$ cat src/rtl/cc_pkg.sv
package cc_pkg;

    localparam int CTL_W = 16;

    typedef enum logic [1:0] {
        EDGE_NONE = 2'b00,
        EDGE_RISE = 2'b01,
        EDGE_FALL = 2'b10,
        EDGE_BOTH = 2'b11
    } edge_e;

    typedef enum logic [1:0] {
        SRC_A    = 2'b00,
        SRC_B    = 2'b01,
        SRC_LOW  = 2'b10,
        SRC_HIGH = 2'b11
    } src_e;

    typedef enum logic [2:0] {
        OM_BIT     = 3'b000,
        OM_SET     = 3'b001,
        OM_TGL_RST = 3'b010,
        OM_SET_RST = 3'b011,
        OM_TGL     = 3'b100,
        OM_RST     = 3'b101,
        OM_TGL_SET = 3'b110,
        OM_RST_SET = 3'b111
    } omode_e;

    typedef enum logic [1:0] {
        ACT_NONE,
        ACT_SET,
        ACT_CLR,
        ACT_TGL
    } act_e;

    // Control word, MSB first: bit 0 is cap_mode, bit 15 the top reserved bit.
    typedef struct packed {
        logic [1:0] rsvd;
        logic       lat_in;
        logic       ovf;
        logic       flag;
        logic       irq_en;
        logic       out_bit;
        omode_e     out_mode;
        logic       sync_en;
        src_e       src;
        edge_e      edge_sel;
        logic       cap_mode;
    } ctl_t;

    function automatic act_e hit_action(omode_e m);
        case (m)
            OM_SET, OM_SET_RST:                 return ACT_SET;
            OM_TGL, OM_TGL_RST, OM_TGL_SET:     return ACT_TGL;
            OM_RST, OM_RST_SET:                 return ACT_CLR;
            default:                            return ACT_NONE;
        endcase
    endfunction

    function automatic act_e wrap_action(omode_e m);
        case (m)
            OM_TGL_RST, OM_SET_RST:             return ACT_CLR;
            OM_TGL_SET, OM_RST_SET:             return ACT_SET;
            default:                            return ACT_NONE;
        endcase
    endfunction

    function automatic logic apply_act(act_e a, logic lvl);
        case (a)
            ACT_SET: return 1'b1;
            ACT_CLR: return 1'b0;
            ACT_TGL: return ~lvl;
            default: return lvl;
        endcase
    endfunction

endpackage

$ cat src/rtl/cc_src_sel.sv
module cc_src_sel
    import cc_pkg::*;
#(
    parameter int SYNC_STAGES = 2
) (
    input  logic clk_i,
    input  logic rst_i,
    input  logic in_a_i,
    input  logic in_b_i,
    input  src_e src_i,
    input  logic sync_en_i,
    output logic cur_o,
    output logic prev_o
);

    logic sel;
    logic raw_prev;
    logic sync_out;
    logic sync_prev;

    always_comb begin
        case (src_i)
            SRC_A:   sel = in_a_i;
            SRC_B:   sel = in_b_i;
            SRC_LOW: sel = 1'b0;
            default: sel = 1'b1;
        endcase
    end

    generate
        if (SYNC_STAGES == 1) begin : g_one
            logic stage_q;
            always_ff @(posedge clk_i) begin
                if (rst_i) stage_q <= 1'b0;
                else       stage_q <= sel;
            end
            assign sync_out = stage_q;
        end else begin : g_chain
            logic [SYNC_STAGES-1:0] chain_q;
            always_ff @(posedge clk_i) begin
                if (rst_i) chain_q <= '0;
                else       chain_q <= {chain_q[SYNC_STAGES-2:0], sel};
            end
            assign sync_out = chain_q[SYNC_STAGES-1];
        end
    endgenerate

    always_ff @(posedge clk_i) begin
        if (rst_i) begin
            raw_prev  <= 1'b0;
            sync_prev <= 1'b0;
        end else begin
            raw_prev  <= sel;
            sync_prev <= sync_out;
        end
    end

    assign cur_o  = sync_en_i ? sync_out  : sel;
    assign prev_o = sync_en_i ? sync_prev : raw_prev;

endmodule

$ cat src/rtl/cc_edge_det.sv
module cc_edge_det
    import cc_pkg::*;
(
    input  logic  cur_i,
    input  logic  prev_i,
    input  edge_e edge_i,
    output logic  ev_o
);

    logic rise;
    logic fall;

    assign rise = cur_i & ~prev_i;
    assign fall = ~cur_i & prev_i;

    always_comb begin
        case (edge_i)
            EDGE_RISE: ev_o = rise;
            EDGE_FALL: ev_o = fall;
            EDGE_BOTH: ev_o = rise | fall;
            default:   ev_o = 1'b0;
        endcase
    end

endmodule

$ cat src/rtl/cc_out_gen.sv
module cc_out_gen
    import cc_pkg::*;
(
    input  logic   clk_i,
    input  logic   rst_i,
    input  omode_e mode_i,
    input  logic   out_bit_i,
    input  logic   en_i,
    input  logic   hit_i,
    input  logic   wrap_i,
    output logic   pin_o
);

    act_e hit_act;
    act_e wrap_act;
    logic after_hit;
    logic pin_d;

    always_comb begin
        hit_act   = hit_i  ? hit_action(mode_i)  : ACT_NONE;
        wrap_act  = wrap_i ? wrap_action(mode_i) : ACT_NONE;
        after_hit = apply_act(hit_act, pin_o);
        if (mode_i == OM_BIT)
            pin_d = out_bit_i;
        else if (en_i)
            pin_d = apply_act(wrap_act, after_hit);
        else
            pin_d = pin_o;
    end

    always_ff @(posedge clk_i) begin
        if (rst_i) pin_o <= 1'b0;
        else       pin_o <= pin_d;
    end


    bit_mode_chk: assert property (@(posedge clk_i) disable iff (rst_i)
        (mode_i == OM_BIT) |=> (pin_o == $past(out_bit_i)));


    set_clr_wrap_chk: assert property (@(posedge clk_i) disable iff (rst_i)
        (en_i && wrap_i && (mode_i == OM_SET_RST)) |=> !pin_o);


    clr_set_wrap_chk: assert property (@(posedge clk_i) disable iff (rst_i)
        (en_i && wrap_i && (mode_i == OM_RST_SET)) |=> pin_o);

endmodule

$ cat src/rtl/cc_channel.sv
module cc_channel
    import cc_pkg::*;
#(
    parameter int CNT_W       = 16,
    parameter int SYNC_STAGES = 2
) (
    input  logic             clk_i,
    input  logic             rst_i,
    input  logic [CNT_W-1:0] cnt_i,
    input  logic             period_i,
    input  logic             in_a_i,
    input  logic             in_b_i,
    input  logic             ctl_we_i,
    input  logic [15:0]      ctl_wdata_i,
    input  logic             val_we_i,
    input  logic [CNT_W-1:0] val_wdata_i,
    output logic [15:0]      ctl_o,
    output logic [CNT_W-1:0] val_o,
    output logic             irq_o,
    output logic             pin_o
);

    ctl_t             ctl_q;
    ctl_t             ctl_w;
    logic [CNT_W-1:0] val_q;
    logic             match_q;
    logic             match;
    logic             cur;
    logic             prev;
    logic             edge_ev;
    logic             cap_ev;
    logic             hit_ev;

    assign ctl_w = ctl_t'(ctl_wdata_i);

    cc_src_sel #(
        .SYNC_STAGES (SYNC_STAGES)
    ) i_src (
        .clk_i     (clk_i),
        .rst_i     (rst_i),
        .in_a_i    (in_a_i),
        .in_b_i    (in_b_i),
        .src_i     (ctl_q.src),
        .sync_en_i (ctl_q.sync_en),
        .cur_o     (cur),
        .prev_o    (prev)
    );

    cc_edge_det i_edge (
        .cur_i  (cur),
        .prev_i (prev),
        .edge_i (ctl_q.edge_sel),
        .ev_o   (edge_ev)
    );

    assign match  = (cnt_i == val_q);
    assign hit_ev = !ctl_q.cap_mode && match && !match_q;
    assign cap_ev = ctl_q.cap_mode && edge_ev;

    cc_out_gen i_out (
        .clk_i     (clk_i),
        .rst_i     (rst_i),
        .mode_i    (ctl_q.out_mode),
        .out_bit_i (ctl_q.out_bit),
        .en_i      (!ctl_q.cap_mode),
        .hit_i     (hit_ev),
        .wrap_i    (period_i),
        .pin_o     (pin_o)
    );

    always_ff @(posedge clk_i) begin
        if (rst_i) begin
            ctl_q   <= '0;
            val_q   <= '0;
            match_q <= 1'b0;
        end else begin
            match_q <= match;
            if (ctl_we_i) begin
                ctl_q      <= ctl_w;
                ctl_q.rsvd <= '0;
                ctl_q.lat_in <= ctl_q.lat_in;
            end
            if (cap_ev) begin
                ctl_q.lat_in <= cur;
                if (ctl_q.flag) ctl_q.ovf <= 1'b1;
            end
            if (cap_ev || hit_ev) ctl_q.flag <= 1'b1;
            if (cap_ev)
                val_q <= cnt_i;
            else if (val_we_i)
                val_q <= val_wdata_i;
        end
    end

    assign ctl_o = ctl_q;
    assign val_o = val_q;
    assign irq_o = ctl_q.flag & ctl_q.irq_en;


    hit_sets_flag_chk: assert property (@(posedge clk_i) disable iff (rst_i)
        hit_ev |=> ctl_q.flag);


    capture_latch_chk: assert property (@(posedge clk_i) disable iff (rst_i)
        cap_ev |=> (ctl_q.flag && (val_q == $past(cnt_i))));


    ovf_cause_chk: assert property (@(posedge clk_i) disable iff (rst_i)
        ($rose(ctl_q.ovf) && !$past(ctl_we_i)) |-> ($past(ctl_q.flag) && $past(cap_ev)));


    flag_needs_match_chk: assert property (@(posedge clk_i) disable iff (rst_i)
        ($rose(ctl_q.flag) && !$past(ctl_we_i) && !$past(ctl_q.cap_mode))
            |-> ($past(cnt_i) == $past(val_q)));


    irq_mask_chk: assert property (@(posedge clk_i) disable iff (rst_i)
        (!ctl_q.irq_en) |-> !irq_o);

endmodule

$ cat config.mk
export PLATFORM = sky130hd
export DESIGN_NAME = cc_channel
export DESIGN_NICKNAME = d
export VERILOG_FILES = /design/src/rtl/cc_pkg.sv /design/src/rtl/cc_src_sel.sv /design/src/rtl/cc_edge_det.sv /design/src/rtl/cc_out_gen.sv /design/src/rtl/cc_channel.sv
export SDC_FILE = /design/constraint.sdc
export NUM_CORES = 1
export LEC_CHECK = 0
export ABC_AREA = 1
export BUFFER_PORTS_ARGS = -buffer_cell sky130_fd_sc_hd__buf_2
export CAP_MARGIN = 20
export CORE_AREA = 4 4 67 69
export DETAILED_ROUTE_END_ITERATION = 16
export DIE_AREA = 0 0 71 73
export PLACE_DENSITY = 0.82
export SYNTH_ARGS = -nofsm -noshare
export SYNTH_HDL_FRONTEND = slang
export SYNTH_SLANG_ARGS = --single-unit
$ cat constraint.sdc
create_clock -name clk_i -period 4.6 [get_ports clk_i]
set_input_delay 0.46 -clock clk_i [delete_from_list [all_inputs] [get_ports clk_i]]
set_output_delay 0.46 -clock clk_i [all_outputs]
set_load 0.01 [all_outputs]
==> results by group, run 1 <==
Status
  • Status: completed

Synthesis
  • Top cells by area, synth: dfxtp_1 37%, nand2_1 13%, nor2_1 12%
  • Yosys cell types: 24
  • Primary FF master, synth: dfxtp_1
  • Number of synthesized register bits: 35
  • Post-synth top area share: 37.5%
  • Synthesized instance count: 295
  • Post-synth ARST share: 0%
  • Mapped Avg Cell Area: 6.34 um^2
  • Leading area contributor after synthesis: dfxtp_1
  • Yosys warning count: 0
  • EDFF count, synth: 0
  • Register area share after synthesis: 37.5%
  • Post-Syn Area: 1870 um^2

Setup path
  • Reg2reg path depth: 13
  • Reg-to-Reg Start: ctl_o[4]
  • Family with the most delay on the worst path: compound AO/OA/AOI/OAI gates
  • Critical path depth: 13
  • CP max-delay cell: dfxtp_1
  • Worst EP required: 4750 ps
  • Data arrival time of the worst path: 2650 ps
  • Setup crit end: ctl_o[11]
  • Critical path buffers and inverters: 3
  • Worst flop-to-flop path endpoint: ctl_o[11]
  • Crit. Startpoint: ctl_o[4]
  • Crit Path Class: reg2reg
  • Crit path cell chain: nor2_1 -> o21ai_0 -> nand2_1 -> o21ai_0 -> inv_1 -> ha_1 -> a21oi_1 -> nor2_1 -> nand2_1 -> buf_4 -> clkinv_1 -> a21oi_1 -> a31oi_1
  • Nature of the critical path endpoint: flop
  • Worst-path fanout max: 33
  • Worst reg-to-reg setup slack: 2090 ps
  • Crit path largest cell delay: 370 ps
  • CP Launch Type: flop

Floorplanning
  • Chip Height: 73 um
  • Ports: 89
  • Rows: 23
  • Die area: 5180 um^2
  • Core ar.: 3910 um^2
  • Initial Util: 47.8%
  • Die width: 71 um

Power
  • PD cells: 304 nW/um^2
  • Switching share of power: 27.8%
  • Internal power: 0.000522 W
  • Flop pwr share: 47.1%
  • Clk pwr share: 33.0%
  • Combinational power share: 19.8%
  • Sw power: 0.000201 W
  • Leak: 1.28 nW
  • Worst vdd ir: 176 uV

Clocking
  • Setup Fix Bufs, Post-CTS: 0
  • Clk sinks: 35
  • TritonCTS clock tree: yes
  • Clock root buffer: clkbuf_8
  • Num CTS Buffers: 5
  • Clk slew on worst S/H paths: 70 ps
  • Hold-fix buffers, CTS: 0
  • Worst-skew pair later-pin latency: 280 ps
  • Clock tree buffer depth: 2
  • # resized after CTS: 0
  • H-tree Lvls: 2

Routing
  • Vias per std cell: 4.85
  • Avg WL per Cell: 10.9 um
  • Detailed Routing Iterations Pass 1: 4
  • Vias: 2,050
  • Initial drt markers: 106
  • # DRC: 0
  • Drt total wl: 4.63 mm
  • Antenna Nets Post-Route: 0

STA
  • Hold Fails Final Rpt: 0
  • Final slew viol count: 0
  • Final Cycle Share: 54.5%
  • Final Skew: 6.11 ps
  • Max frequency: 399 MHz
  • TNS Setup: 0 ps
  • Setup violators final: 0
  • Unrepaired setup endpoints after global routing: false
  • Fin crit period: 2510 ps

Final layout
  • Most frequent cells in the layout: 83 x buf_2, 63 x nand2_1, 62 x nor2_1
  • Antenna cells: 0
  • Synthesis-to-finish area growth: 27.4%
  • Layout Cells excl Fill: 423
  • Commonest non-fill, non-tap cell in the layout: buf_2
  • Nets: 429
  • Share of cells above drive strength 1: 25.7%

Place
  • DPL Wire Length: 3.53 mm
  • Placed cells: 415
  • IO Port Bufs: 83
  • RD Place Congestion: 0.746

Global route
  • Initial antenna violation count: 0
  • Tot GR Track Use: 17.8%
  • Vias in the first global route: 1,833
  • Largest net degree at the start of global routing: 34
  • Congestion Overflow GR: 0
  • First-pass GRT wire length: 7.60 mm

Flow run
  • Max-cap violations: 0

Min path
  • Min-Delay Path Class: in2reg
[power groups by stage]
| stage | combinational [W] | sequential [W] | clock, W |
|---|---|---|---|
| 4_1_cts | 0.000145 | 0.000341 | 0.000246 |
| 2_1_floorplan | 0.0000807 | 0.000354 | 0 |
| 5_1_grt | 0.000165 | 0.000344 | 0.000257 |
| 3_5_place_dp | 0.000144 | 0.000347 | 0 |
| 3_3_place_gp | 0.000141 | 0.000347 | 0 |
| 6_report | 0.000144 | 0.000341 | 0.000239 |
[layout make-up]
| class | instances | area [um^2] |
|---|---|---|
| inverters | 44 | 165 |
| fillers | 392 | 1530 |
| flip-flops and latches | 35 | 701 |
| repair buffers | 84 | 423 |
| clock buffers | 8 | 100 |
| multi-input cells | 202 | 930 |
| well taps | 50 | 62.6 |
[Yosys cell counts (all sizes together) (2+ instances only)]
cell and instances:
ha 2, a21oi 20, buf 10, nand3 11, clkbuf 5, a31oi 7, a211oi 11, inv 43
nor2 64, nand2 63, o21ai 17, dfxtp 35
[metrics by stage]
| step | util [%] | total power, W | worst slack [ps] | instance area, um^2 | hold WS [ps] |
|---|---|---|---|---|---|
| finish | 60.8 | 0.000723 | 2090 | 2380 | 404 |
| global route | 60.8 | 0.000766 | 1740 | 2380 | 414 |
| CTS | 60.8 | 0.000731 | 2090 | 2380 | 399 |
| detailed placement | 58.3 | 0.000492 | 1910 | 2280 | 421 |
| global placement | 58.3 | 0.000488 | 1940 | 2280 | 408 |
| floorplan | - | 0.000435 | 2610 | 1870 | 399 |
[sequential cells by signal, summed over array words and instances (netlist names)]
signal                 cells
i_out.pin_o                1
match_q                    1
val_o                     16
i_src.sync_prev            1
i_src.g_chain.chain_q      2
ctl_o                     14
[worst register-to-register path, cell delays in order (launching register included)]
cell	delay (ps)
dfxtp_1	370
nor2_1	60
o21ai_0	210
nand2_1	70
o21ai_0	160
inv_1	90
ha_1	210
a21oi_1	150
nor2_1	50
nand2_1	60
buf_4	300
clkinv_1	340
a21oi_1	220
a31oi_1	100
[how the worst min path moves through the flow]
| stage | start | to | slack, ps | cells after the start |
|---|---|---|---|---|
| floorplan | i_src.g_chain.chain_q[1] | i_src.sync_prev | 400 | 2 |
| global placement | i_src.g_chain.chain_q[1] | i_src.sync_prev | 410 | 2 |
| detailed placement | i_src.g_chain.chain_q[1] | i_src.sync_prev | 420 | 2 |
| CTS | ctl_wdata_i[9] | ctl_o[9] | 400 | 3 |
| global route | ctl_wdata_i[3] | ctl_o[3] | 410 | 3 |
| finish | ctl_wdata_i[9] | ctl_o[9] | 400 | 3 |
[per-layer routing]
metal | global-route usage (%) | up-vias | part of all wire, % | routed length, um
li1 | - | 1073 | - | -
met1 | 21.0 | 921 | 42 | 1960
met2 | 31.7 | 47 | 51 | 2340
met3 | 3.58 | 9 | 5.1 | 237
met4 | 6.89 | 0 | 1.8 | 85
met5 | 0 | - | 0 | 0
[logic make-up (layout without fill, tap and decap cells)]
logic type      count (synthesis)  count (layout)  synth area share [%]
xor+xnor                        1               1                 0.469
other cells                     1               2                 0.201
flops                          35              35                  37.5
fa+ha+maj                       2               2                  1.34
buf+inv                        59             136                  13.0
simple gates                  139             139                  29.3
compound gates                 58              58                  18.3
Note: power is estimated with default switching activity, not from simulation.
==> inputs of run 2 (changes only) <==
--- a/config.mk
+++ b/config.mk
@@ -8,10 +8,10 @@
 export ABC_AREA = 1
 export BUFFER_PORTS_ARGS = -buffer_cell sky130_fd_sc_hd__buf_2
 export CAP_MARGIN = 20
-export CORE_AREA = 4 4 67 69
+export CORE_AREA = 4 4 72 74
 export DETAILED_ROUTE_END_ITERATION = 16
-export DIE_AREA = 0 0 71 73
-export PLACE_DENSITY = 0.82
+export DIE_AREA = 0 0 76 78
+export PLACE_DENSITY = 0.75
 export SYNTH_ARGS = -nofsm -noshare
 export SYNTH_HDL_FRONTEND = slang
 export SYNTH_SLANG_ARGS = --single-unit
==> constraint.sdc (replaced) <==
create_clock -name clk_i -period 2.2 [get_ports clk_i]
set_input_delay 0.22 -clock clk_i [delete_from_list [all_inputs] [get_ports clk_i]]
set_output_delay 0.22 -clock clk_i [all_outputs]
set_load 0.01 [all_outputs]
==> run 2 against run 1 <==
Net effect: final area up 1.9%; core utilization down 8.0 points; register-to-register slack worse by 1900 ps; hold slack worse by 240 ps; cell count up 1.7%; combinational power up 110%; first-iteration DRC count down 3.8%; largest cell class unchanged; largest power group unchanged; highest routed layer unchanged.
==> results by group, run 2 (synthesis gave the netlist of run 1 again) <==
Final layout
  • Layout Cells excl Fill: 430 (+1.7%)
  • Synthesis-to-finish area growth: 29.9%
  • Nets: 432 (+0.70%)
  • Share of cells above drive strength 1: 26.9% (+1.1 points)
  • Layout Utilization: 52.8% (-8.0 points)
  • Commonest non-fill, non-tap cell in the layout: buf_2
  • Antenna cells: 0 (unchanged)
  • Max reg flops: 16 (unchanged)
  • Filler cells: 452 (+15%)
  • Most frequent cells in the layout: 83 x buf_2, 62 x nor2_1, 62 x nand2_1

Power
  • Total power draw: 0.00153 W (+110%)
  • Worst vdd ir: 307 uV (+75%)
  • PD cells: 629 nW/um^2 (+110%)
  • Leak: 1.30 nW (+1.6%)

Routing
  • Detailed Routing Iterations Pass 1: 4 (unchanged)
  • Vias: 2,026 (-1.2%)
  • Antenna Nets Post-Route: 0 (unchanged)
  • Drt total wl: 4.82 mm (+4.2%)
  • # DRC: 0 (unchanged)
  • Avg WL per Cell: 11.2 um (+2.5%)
  • Vias per std cell: 4.71 (-2.8%)
  • Initial drt markers: 102 (-3.8%)

Setup path
  • Reg-to-Reg Start: ctl_o[4]
  • Crit path cell chain: nor2_1 -> nand2_1 -> o21ai_1 -> nand2_1 -> o21ai_1 -> inv_1 -> ha_1 -> a21oi_1 -> nor2_1 -> nand2_2 -> clkinvlp_4 -> buf_4 -> nand2_1 -> a31oi_1
  • Most frequent CP cell: nand2_1
  • CP max-delay cell: dfxtp_1
  • Critical path buffers and inverters: 3 (unchanged)
  • Crit. Startpoint: ctl_o[4]
  • Worst-path fanout max: 7 (-79%)
  • Family with the most delay on the worst path: simple AND/OR/NAND/NOR gates
  • Data arrival time of the worst path: 2180 ps (-470 ps)
  • Nature of the critical path endpoint: flop
  • Worst EP required: 2350 ps (-2400 ps)
  • Crit Path Class: reg2reg
  • Crit path largest cell delay: 330 ps (-40 ps)
  • CP Launch Type: flop

Clocking
  • Hold-fix buffers, CTS: 0 (unchanged)
  • TritonCTS clock tree: yes
  • Clk sinks: 35 (unchanged)
  • Clk slew on worst S/H paths: 70 ps (about the same)
  • Clock tree buffer depth: 2 (unchanged)
  • H-tree Lvls: 2 (unchanged)
  • Worst-skew pair later-pin latency: 280 ps (about the same)
  • Num CTS Buffers: 5 (unchanged)
  • Clock root buffer: clkbuf_8

Place
  • RD Place Congestion: 0.778 (+4.3%)
  • DPL Wire Length: 3.59 mm (+1.7%)
  • Placed cells: 419 (+0.96%)
  • IO Port Bufs: 83 (unchanged)

STA
  • Setup violators final: 0 (unchanged)
  • Final slew viol count: 0 (unchanged)
  • Max frequency: 492 MHz (+23%)
  • Final Cycle Share: 92.4% (+38 points)
  • Unrepaired setup endpoints after global routing: false
  • Hold Fails Final Rpt: 0 (unchanged)
  • Final Skew: 4.77 ps (-1.34 ps)
  • Fin crit period: 2030 ps (-473 ps)
  • TNS Setup: 0 ps (unchanged)

Global route
  • Congestion Overflow GR: 0 (unchanged)
  • Vias in the first global route: 1,730 (-5.6%)
  • Initial antenna violation count: 0 (unchanged)
  • Tot GR Track Use: 15.9% (-1.9 points)
  • First-pass GRT wire length: 7.86 mm (+3.4%)
  • Largest net degree at the start of global routing: 33 (-2.9%)

Floorplanning
  • Die area: 5930 um^2 (+14%)
  • Chip Height: 78 um (+6.8%)
  • Ports: 89 (unchanged)
  • Initial Util: 40.7% (-7.1 points)
  • Rows: 25 (+8.7%)
  • Die width: 76 um (+7.0%)
  • Core ar.: 4600 um^2 (+17%)

Flow run
  • Max-cap violations: 0 (unchanged)

Min path
  • Startpoint of the worst hold path: ctl_wdata_i[3]
  • Min-Delay Path Class: in2reg

Status
  • Status: completed
==> run 2: cell count changes in the layout (fill, tap and decap cells not counted), sizes merged <==
cell | before | now
buf | 84 | 87
clkinv | 1 | 0
clkinvlp | 0 | 1
==> run 2: final timing paths <==
path,end,slack [ps],depth (start not counted)
hold reg to reg,i_src.sync_prev,430,2
setup / recovery,val_o[8],170,14
setup reg to reg,val_o[8],170,14
hold / removal,ctl_o[3],160,3
==> run 2: worst register-to-register path, stage by stage (launching register included) <==
cell	delay [ps]
dfxtp_1	330
nor2_1	120
nand2_1	60
o21ai_1	110
nand2_1	70
o21ai_1	150
inv_1	70
ha_1	200
a21oi_1	140
nor2_1	60
nand2_2	120
clkinvlp_4	160
buf_4	180
nand2_1	60
a31oi_1	70
==> run 2: metal layers <==
metal	part of all wire (%)	routed length [um]	track usage [%]
met1	43	2080	19.8
met2	50	2400	26.5
met3	6.2	299	4.76
met4	0.75	36	4.27
met5	0	0	0
==> run 2: area by class of cell <==
cell class,count,area (um^2),area share (%)
multi-input cells,202,932,38.4
flip-flops and latches,35,701,28.9
repair buffers,87,458,18.9
inverters,44,169,6.96
clock buffers,8,100,4.12
well taps,54,67.6,2.78
==> run 2: stage by stage <==
step           hold WS [ps]  setup slack (ps)  area, um^2
2_1_floorplan           298               293        1870
3_3_place_gp            410               102        2300
3_5_place_dp            414              24.4        2300
4_1_cts                 157              6.40        2400
5_1_grt                 167              5.55        2430
6_report                162               168        2430
==> run 2: report_power, final <==
part,switching [W],total [W],internal [W]
Sequential,0.0000345,0.000713,0.000678
Combinational,0.000175,0.000308,0.000134
Clock,0.000220,0.000506,0.000286
==> run 2: repair_timing <==
item,in CTS,in global routing
setup endpoints to repair,0,16
buffers inserted,0,3
resized for setup,0,5
==> inputs of run 3 (changes only) <==
--- a/config.mk
+++ b/config.mk
@@ -5,13 +5,13 @@
 export SDC_FILE = /design/constraint.sdc
 export NUM_CORES = 1
 export LEC_CHECK = 0
-export ABC_AREA = 1
+export ABC_AREA = 0
 export BUFFER_PORTS_ARGS = -buffer_cell sky130_fd_sc_hd__buf_2
 export CAP_MARGIN = 20
 export CORE_AREA = 4 4 72 74
 export DETAILED_ROUTE_END_ITERATION = 16
 export DIE_AREA = 0 0 76 78
-export PLACE_DENSITY = 0.75
+export PLACE_DENSITY = 0.74
 export SYNTH_ARGS = -nofsm -noshare
 export SYNTH_HDL_FRONTEND = slang
 export SYNTH_SLANG_ARGS = --single-unit
==> run 3 against run 2 <==
Net effect: sequential cell count unchanged; sequential power is essentially flat; wire length increased by 2.8%; power increased by 12%; synthesized area shrank 2.7%; combinational power about the same; critical path depth decreased by 4; sequential share of layout area shrank 0.98 points; clock skew up 3.8 ps; non-clock buffer count increased by 5; largest power group unchanged; highest routed layer unchanged.
==> results by group, run 3 <==
Setup path
  • Worst reg-to-reg setup slack: 90 ps (-80 ps)
  • Worst EP required: 2410 ps (+60 ps)
  • Reg-to-Reg Start: ctl_o[4]
  • Worst-path fanout max: 7 (unchanged)
  • Nature of the critical path endpoint: flop
  • CP Launch Type: flop
  • Crit. Startpoint: ctl_o[4]
  • Worst flop-to-flop path endpoint: val_o[7]
  • Crit Path Class: reg2reg
  • Reg2reg path depth: 10 (-4)
  • Data arrival time of the worst path: 2320 ps (+140 ps)
  • Setup crit end: val_o[7]

Clocking
  • Worst-skew pair later-pin latency: 290 ps (about the same)
  • Clock root buffer: clkbuf_8
  • H-tree Lvls: 2 (unchanged)
  • Num CTS Buffers: 5 (unchanged)
  • Clk sinks: 35 (unchanged)
  • TritonCTS clock tree: yes
  • Clock tree buffer depth: 2 (unchanged)
  • Clk slew on worst S/H paths: 80 ps (about the same)
  • Hold-fix buffers, CTS: 0 (unchanged)

STA
  • Hold Fails Final Rpt: 0 (unchanged)
  • Slew headroom: 62.5%
  • Fin crit period: 2110 ps (+76.5 ps)
  • Final Skew: 8.59 ps (+3.82 ps)
  • TNS Setup: 0 ps (unchanged)
  • Setup ws final: 91.3 ps (-76.5 ps)
  • Setup violators final: 0 (unchanged)
  • Final Cycle Share: 95.9% (+3.5 points)
  • Unrepaired setup endpoints after global routing: true
  • Slew @ Worst Pin: 562 ps
  • Max frequency: 474 MHz (-3.6%)
  • Final slew viol count: 0 (unchanged)

Power
  • PD cells: 678 nW/um^2 (+7.7%)
  • Leak: 1.17 nW (-9.4%)
  • Worst vdd ir: 521 uV (+70%)

Final layout
  • Filler cells: 431 (-4.6%)
  • Flip-flop and latch area: 702 um^2 (+0.18%)
  • Layout Utilization: 54.7% (+2.0 points)
  • Commonest non-fill, non-tap cell in the layout: buf_2
  • Cell area after layout: 2520 um^2 (+3.7%)
  • Synthesis-to-finish area growth: 38.4%
  • Antenna cells: 0 (unchanged)
  • Multi-input logic area: 1110 um^2 (+19%)
  • Share of cells above drive strength 1: 45.7% (+19 points)
  • Max reg flops: 16 (unchanged)
  • Most frequent cells in the layout: 83 x buf_2, 35 x nor2_1, 34 x dfxtp_1
  • Nets: 334 (-23%)

Routing
  • Detailed Routing Iterations Pass 1: 4 (unchanged)
  • Initial drt markers: 30 (-71%)
  • Avg WL per Cell: 14.9 um (+33%)
  • # DRC: 0 (unchanged)
  • Drt total wl: 4.96 mm (+2.8%)
  • Vias per std cell: 5.07 (+7.5%)
  • Antenna Nets Post-Route: 0 (unchanged)
  • Vias: 1,682 (-17%)

Min path
  • Min-Delay Path Class: in2reg

Global route
  • Initial antenna violation count: 0 (unchanged)
  • Vias in the first global route: 1,728 (-0.12%)
  • Tot GR Track Use: 16.8% (+0.88 points)
  • First-pass GRT wire length: 8.14 mm (+3.5%)
  • Largest net degree at the start of global routing: 23 (-30%)
  • Congestion Overflow GR: 0 (unchanged)

Floorplanning
  • Core ar.: 4600 um^2 (unchanged)
  • Initial Util: 39.6% (-1.1 points)
  • Die area: 5930 um^2 (unchanged)
  • Ports: 89 (unchanged)
  • Chip Height: 78 um (unchanged)
  • Die width: 76 um (unchanged)
  • Rows: 25 (unchanged)

Status
  • Status: completed

Synthesis
  • Number of synthesized register bits: 35 (unchanged)
  • EDFF count, synth: 0 (unchanged)
  • Most frequent cell after synthesis: nor2_1
  • Top cells by area, synth: dfxtp_1 39%, mux2i_1 15%, a211oi_2 8.9%
  • Synthesized instance count: 189 (-36%)
  • Yosys cell types: 30 (+25%)
  • Post-synth ARST share: 0% (unchanged)
  • Post-synth top area share: 38.5% (+1.0 points)
  • Synth top cells by count: 36 x nor2_1, 35 x dfxtp_1, 28 x mux2i_1
  • Yosys warning count: 0 (unchanged)
  • Leading area contributor after synthesis: dfxtp_1
  • Post-Syn Area: 1820 um^2 (-2.7%)
  • Primary FF master, synth: dfxtp_1
  • Register area share after synthesis: 38.5% (+1.0 points)
  • Mapped Avg Cell Area: 9.63 um^2 (+52%)

Place
  • Placed instance area: 2250 um^2 (-2.0%)
  • Post-Place Worst Slack: -367 ps (-391 ps)
  • RD Place Congestion: 0.722 (-7.2%)
  • DPL Wire Length: 3.35 mm (-6.5%)
  • IO Port Bufs: 83 (unchanged)

Flow run
  • Max-cap violations: 0 (unchanged)
run 3: changes by cell type after synthesis, sizes merged, moves of 4 or more:
cell,before,now
nand3,11,0
mux2i,0,28
inv,43,4
nand4,0,4
a21oi,20,2
nand2,63,5
o21ai,17,2
a211oi,11,18
xnor2,0,16
a31oi,7,2
nor2,64,36
nor2b,0,4
run 3: cell families (layout without fill, tap and decap cells):
group	count (synthesis)	after routing	synth area share (%)
AND/OR/NAND/NOR	55	55	13.5
flip-flops	35	35	38.5
AO/OA/AOI/OAI	32	35	17.3
multiplexers	29	29	16.0
buffers and inverters	19	104	5.43
XOR/XNOR	16	16	7.70
adder cells (fa/ha/maj)	2	2	1.38
other	1	2	0.206
run 3: worst max-delay path, stage by stage (launching register included):
cell and delay, ps:
dfxtp_2 330, o21a_1 190, a21oi_2 120, nor2_1 60
a21oi_2 130, ha_1 240, nand2b_4 150, a21boi_4 320
o21ai_4 130, buf_6 180, a211oi_2 190
run 3: worst min-delay path by stage:
stage / cells after the start / to / startpoint / slack (ps)
6_report: 3 / ctl_o[2] / ctl_wdata_i[2] / 170
4_1_cts: 3 / ctl_o[0] / ctl_wdata_i[0] / 160
3_5_place_dp: 1 / i_src.g_chain.chain_q[1] / i_src.g_chain.chain_q[0] / 450
3_3_place_gp: 1 / i_src.g_chain.chain_q[1] / i_src.g_chain.chain_q[0] / 440
5_1_grt: 3 / ctl_o[0] / ctl_wdata_i[0] / 180
2_1_floorplan: 2 / ctl_o[1] / ctl_wdata_i[1] / 370
run 3: layout make-up:
type,count,share of cell area (%)
inverter,4,0.596
timing repair buffer,92,19.6
clock buffer,6,2.88
multi-input combinational,139,43.9
tap,54,2.68
clock inverter,2,2.39
sequential,35,27.9
run 3: metrics by stage:
stage,hold slack (ps),total power (W),std cells
2_1_floorplan,367,0.000892,190
3_3_place_gp,439,0.000999,316
3_5_place_dp,451,0.00101,316
4_1_cts,158,0.00172,331
5_1_grt,176,0.00179,332
6_report,167,0.00171,332
run 3: power by group:
part	switching, W	internal (W)	leakage (nW)
Clock	0.000236	0.000453	0.0654
Combinational	0.000148	0.000158	0.820
Sequential	0.0000393	0.000672	0.289
run 3: routing by layer:
metal	track usage (%)	wire, um	up-vias
li1	-	-	842
met2	27.2	2250	77
met4	4.27	35	0
met1	20.8	2190	758
met3	6.38	479	5
met5	0	0	-
run 3: repair_timing:
item / CTS / global route
resized for setup: 4 / 10
gates cloned: 2 / 1
buffers inserted: 5 / 0
pin swaps: 3 / 4
setup endpoints to repair: 17 / 18
